<file path="src/rtl/hbp_pkg.sv">
package hbp_pkg;
    // bit positions in the synchronised strobe vector (gp_in[3:1] -> [2:0])
    localparam int STB_RD = 0;
    localparam int STB_CS = 1;
    localparam int STB_WR = 2;
    localparam int STB_W  = 3;

    typedef enum logic [1:0] {
        SRC_HOLD  = 2'd0,
        SRC_LOCAL = 2'd1,
        SRC_HOST  = 2'd2
    } hbp_src_e;
endpackage

</file>
<file path="src/rtl/hbp_sync.sv">
module hbp_sync #(
    parameter int W      = 1,
    parameter int STAGES = 2,
    parameter logic RST_BIT = 1'b1
) (
    input  logic         clk,
    input  logic         rst_n,
    input  logic [W-1:0] d,
    output logic [W-1:0] q
);
    localparam int CW = STAGES * W;

    logic [CW-1:0]   chain_q;
    logic [CW+W-1:0] chain_ext;

    assign chain_ext = {chain_q, d};

    always_ff @(posedge clk or negedge rst_n) begin
        if (!rst_n) chain_q <= {CW{RST_BIT}};
        else        chain_q <= chain_ext[CW-1:0];
    end

    assign q = chain_q[CW-1 -: W];
endmodule

</file>
<file path="src/rtl/hbp_edge.sv">
module hbp_edge #(
    parameter int W = 1
) (
    input  logic         clk,
    input  logic         rst_n,
    input  logic [W-1:0] lvl,
    output logic [W-1:0] rise
);
    logic [W-1:0] prev_q;

    always_ff @(posedge clk or negedge rst_n) begin
        if (!rst_n) prev_q <= '1;
        else        prev_q <= lvl;
    end

    assign rise = lvl & ~prev_q;
endmodule

</file>
<file path="src/rtl/hbp_padctl.sv">
module hbp_padctl (
    input  logic host_mode,
    input  logic drv_q,
    input  logic rd_s,
    input  logic cs_s,
    input  logic rdy_q,
    input  logic gout0_loc,
    output logic pad_oe,
    output logic gout0
);
    logic host_rd;

    assign host_rd = host_mode & ~rd_s & ~cs_s;
    assign pad_oe  = drv_q | host_rd;
    assign gout0   = host_mode ? rdy_q : gout0_loc;
endmodule

</file>
<file path="src/rtl/hbport_latch.sv">
module hbport_latch
    import hbp_pkg::*;
#(
    parameter int LATCH_W     = 8,
    parameter int NIB_W       = 4,
    parameter int SYNC_STAGES = 2
) (
    input  logic               clk,
    input  logic               rst_n,
    input  logic               loc_ld_lo,
    input  logic               loc_ld_hi,
    input  logic [NIB_W-1:0]   loc_nib,
    input  logic               loc_ld_byte,
    input  logic [LATCH_W-1:0] loc_byte,
    input  logic               loc_rd,
    output logic [LATCH_W-1:0] loc_rd_data,
    input  logic               drv_wr,
    input  logic               drv_val,
    input  logic               mode_n,
    input  logic [3:1]         gp_in,
    input  logic               gout0_loc,
    output logic               gout0,
    input  logic [LATCH_W-1:0] pad_in,
    output logic [LATCH_W-1:0] pad_out,
    output logic               pad_oe
);
    localparam int HI_LSB = LATCH_W - NIB_W;

    typedef struct packed {
        logic [LATCH_W-1:0] latch;
        logic               drv;
        logic               rdy;
    } st_t;

    st_t st_d, st_q;

    logic [STB_W-1:0] stb_raw, stb_s;
    logic             wr_rise;
    logic             host_mode;
    logic             wr_fire;
    logic             loc_ld_any;
    hbp_src_e         src;

    // signals observed by the bound checker
    logic [LATCH_W-1:0] latch_q;
    logic               rdy_q;
    logic               drv_q;

    assign stb_raw   = gp_in[3:1];
    assign host_mode = ~mode_n;

    hbp_sync #(.W(STB_W), .STAGES(SYNC_STAGES), .RST_BIT(1'b1)) u_sync (
        .clk   (clk),
        .rst_n (rst_n),
        .d     (stb_raw),
        .q     (stb_s)
    );

    hbp_edge #(.W(1)) u_wr_edge (
        .clk   (clk),
        .rst_n (rst_n),
        .lvl   (stb_s[STB_WR]),
        .rise  (wr_rise)
    );

    assign wr_fire    = host_mode & wr_rise & ~stb_s[STB_CS];
    assign loc_ld_any = loc_ld_byte | loc_ld_lo | loc_ld_hi;

    always_comb begin
        st_d = st_q;

        if (wr_fire)         src = SRC_HOST;
        else if (loc_ld_any) src = SRC_LOCAL;
        else                 src = SRC_HOLD;

        case (src)
            SRC_HOST:  st_d.latch = pad_in;
            SRC_LOCAL: begin
                if (loc_ld_byte) begin
                    st_d.latch = loc_byte;
                end else begin
                    if (loc_ld_lo) st_d.latch[NIB_W-1:0]      = loc_nib;
                    if (loc_ld_hi) st_d.latch[LATCH_W-1:HI_LSB] = loc_nib;
                end
            end
            default: ;
        endcase

        if (drv_wr) st_d.drv = drv_val;

        if (wr_fire)                   st_d.rdy = 1'b1;
        else if (loc_rd || loc_ld_any) st_d.rdy = 1'b0;
    end

    always_ff @(posedge clk or negedge rst_n) begin
        if (!rst_n) st_q <= '0;
        else        st_q <= st_d;
    end

    assign latch_q     = st_q.latch;
    assign rdy_q       = st_q.rdy;
    assign drv_q       = st_q.drv;
    assign pad_out     = st_q.latch;
    assign loc_rd_data = pad_in;

    hbp_padctl u_padctl (
        .host_mode (host_mode),
        .drv_q     (st_q.drv),
        .rd_s      (stb_s[STB_RD]),
        .cs_s      (stb_s[STB_CS]),
        .rdy_q     (st_q.rdy),
        .gout0_loc (gout0_loc),
        .pad_oe    (pad_oe),
        .gout0     (gout0)
    );
endmodule

</file>
<file path="config.mk">
export PLATFORM = sky130hd
export DESIGN_NAME = hbport_latch
export DESIGN_NICKNAME = d
export VERILOG_FILES = /design/src/rtl/hbp_pkg.sv /design/src/rtl/hbp_sync.sv /design/src/rtl/hbp_edge.sv /design/src/rtl/hbp_padctl.sv /design/src/rtl/hbport_latch.sv
export SDC_FILE = /design/constraint.sdc
export NUM_CORES = 1
export LEC_CHECK = 0
export ABC_CLOCK_PERIOD_IN_PS = 1150
export CORE_AREA = 4 4 62 53
export DETAILED_ROUTE_END_ITERATION = 12
export DIE_AREA = 0 0 66 57
export PLACE_DENSITY = 0.72
export SETUP_SLACK_MARGIN = 0.3
export SKIP_LAST_GASP = 1
export SLEW_MARGIN = 5
export SYNTH_ARGS = -nofsm -noshare
export SYNTH_HDL_FRONTEND = slang
export SYNTH_SLANG_ARGS = --single-unit
</file>
<file path="constraint.sdc">
create_clock -name clk -period 1.15 [get_ports clk]
set_input_delay 0.1725 -clock clk [delete_from_list [all_inputs] [get_ports clk]]
set_output_delay 0.1725 -clock clk [all_outputs]
set_load 0.05 [all_outputs]
</file>
==> impl_metrics.yaml <==
cts:
  htreeDepth: 1
  clock_sinks: 17
  cts.reportedPaths.clkPinSlew_ps: 100
  clock_latency_ps: 290
  ctsHoldBuffers: 0
  cts_buffers: 3
  cts_buffer_depth: 2
  cts_tree: "yes"
  cts_root_buf: "clkbuf_4"
logic_synthesis:
  ys_seq_area_share_pct: 52.6
  synth-seq-cells: 17
  yosysWarnings: 0
  synth.area.top_cells: "dfrtp_1 (30%), dfstp_2 (22%), mux2_2 (14%), mux2i_1 (9.7%), buf_4 (7.3%)"
  syn_nets: 100
  synth.distinct_cells: 14
  syn_area_per_cell_sq_um: 12.3
  synth_top_area_cell: "dfrtp_1"
  syn_inst: 67
  synth_top_area_share_pct: 30.3
  synthesis.area_sq_um: 826
min_path:
  hold_class: "input pin to asynchronous set/reset pin"
place:
  place_congestion: 0.672
  placed_cell_area_sq_um: 1540
  io_buffers: 50
  post-dp-hpwl_microns: 1840
  place_ws_ps: -386
status:
  violations: "negative setup slack"
  outcome: "finished with violations"
critical_path:
  cp_max_fo: 2
  critPathArrivalTime_ps: 1270
  start_kind: "flop"
  cp.required_ps: 980
  critPathKind: "flop to primary output"
  endpoint_kind: "primary output"
layout:
  n_antenna_cell: 0
  nets: 158
  layout-drive-gt1-share_pct: 59.7
  fillers: 198
  area_growth_pct: 108
  final_cell_area_sq_um: 1720
timing:
  worst_pin_slew_ps: 292
  slew_headroom_pct: 80.5
  hold_viol: 0
  max_freq_ghz: 0.693
  finalMaxSlewViolations: 0
  period_needed_ps: 1440
  fin_crit_sh_pct: 125
  finalClockSkew_ps: 6.72
  rsz0062_at_grt: "yes"
  setup_ws_ps: -293
  setup_viol: 11
floorplanning:
  start_util_pct: 31.1
  die_area_sq_um: 3760
  fp-row-count: 17
  core_sq_um: 2660
  die_h_microns: 57
  io-pin-count: 51
  fp.dieW_microns: 66
detailed_routing:
  drtIter0Drc: 15
  vias: 700
  postRouteWirelength_microns: 2420
  avgViaCountPerCell: 4.32
  dr.pass1.iters: 4
  wl_per_cell_microns: 14.9
  ant_nets: 0
  drc: 0
flow_run:
  maxCapViolations: 0
power_and_ir_drop:
  swShare_pct: 32.6
  combPwrFrac_pct: 41.1
  power_per_cell_area_nw_per_um2: 1020
  irDropWorstVdd_mv: 0.543
  switching_power_uw: 569
  seqPwrFrac_pct: 40.4
  leakage_nw: 0.771
  p_int_mw: 1.18
  pwr-share-clk_pct: 18.4
global_routing:
  grt_start_max_net_pins: 18
  antenna_found_initial: 0
  grt_pass1_wl_microns: 3820
  grt_pass1_vias: 777
  grt_overflow_total: 0
  track_usage_pct: 13.6
[per-stage QoR]
step | util, % | setup TNS (ps) | power, mW | cells | hold slack (ps)
after CTS | 62.4 | -1240 | 1.74 | 160 | 184
after global placement | 57.8 | -3240 | 1.39 | 151 | 347
final | 64.5 | -1250 | 1.75 | 162 | 182
after global routing | 64.5 | -1890 | 1.83 | 162 | 193
after detailed placement | 57.8 | -3650 | 1.40 | 151 | 347
after floorplan | - | -179 | 1.01 | 67 | -123
[Yosys cell counts]
cell type	number
a31o_2	1
buf_2	1
buf_4	8
buf_6	1
dfrtp_1	10
dfstp_2	7
inv_1	1
mux2_2	10
mux2i_1	8
nand2_1	8
nor3_1	2
nor4b_4	1
o21ai_0	8
or2_2	1
[placed cells by master, fill, tap and decap left out]
cell             netlist  layout
clkdlybuf4s50_1        0      22
buf_12                 0      18
dlygate4sd2_1          0      10
mux2_2                10       9
buf_4                  8       9
mux2i_1                8       8
dfstp_2                7       7
dfrtp_2                0       6
nand2_4                0       5
o21ai_2                0       5
dfrtp_1               10       4
nand2_2                0       3
o21ai_1                0       3
clkbuf_4               0       3
nor3_1                 2       2
buf_16                 0       2
buf_6                  1       2
or2_4                  0       1
mux2_4                 0       1
nor4b_4                1       1
inv_1                  1       1
a31o_2                 1       1
clkinv_2               0       1
[cells by family after synthesis]
family	Yosys count	synth area share, %
compound gates	9	5.91
mux	18	23.3
buf+inv	11	9.70
flops	17	52.6
simple gates	12	8.49
[worst paths after layout]
kind,start,endpoint,slack [ps],depth (start not counted)
max,u_sync.chain_q[4],pad_oe,-290,3
min,rst_n,pad_out[4],180,2
max reg2reg,u_sync.chain_q[4],rdy_q,-130,5
min reg2reg,u_sync.chain_q[1],u_sync.chain_q[4],360,0
max in group asynchronous,rst_n,u_sync.chain_q[0],710,2
min in group clk,gp_in[3],u_sync.chain_q[2],280,1
[power by group through the flow]
stage / logic, mW / registers (mW) / clock network (mW)
after floorplan: 0.196 / 0.812 / 0
after global placement: 0.678 / 0.715 / 0
after detailed placement: 0.685 / 0.718 / 0
after CTS: 0.706 / 0.706 / 0.332
after global routing: 0.747 / 0.713 / 0.373
final: 0.719 / 0.706 / 0.322
[repair_timing]
item | in CTS | in global routing
endpoints found under the setup margin | 27 | 19
pin swaps | 0 | 1
buffers inserted | 3 | 2
gates cloned | 2 | 0
gates resized for setup | 29 | 9
[sequential cells by signal, summed over array words and instances, names as in the netlist]
signal and count:
u_wr_edge.prev_q 1, rdy_q 1, drv_q 1, u_sync.chain_q 6
pad_out 8
[area by class of cell]
cell class | instances | area (sq um) | share of cell area [%]
Clock buffer | 3 | 22.5 | 1.31
Clock inverter | 1 | 5.00 | 0.292
Inverter | 1 | 3.75 | 0.219
Multi-Input combinational cell | 39 | 382 | 22.2
Sequential cell | 17 | 442 | 25.7
Tap cell | 38 | 47.5 | 2.77
Timing Repair Buffer | 63 | 813 | 47.4
[critical path: stages, from the launching register on]
cell	delay, ps
dfstp_2	540
nor3_1	50
or2_4	240
buf_12	150
[per-layer routing]
metal | vias to the layer above | share of wire, % | global-route usage [%]
li1 | 342 | - | -
met1 | 332 | 40 | 15.9
met2 | 22 | 55 | 23.9
met3 | 4 | 3.9 | 3.94
met4 | 0 | 1.2 | 4.35
met5 | - | 0 | 0
(Power assumes the default switching activity.)
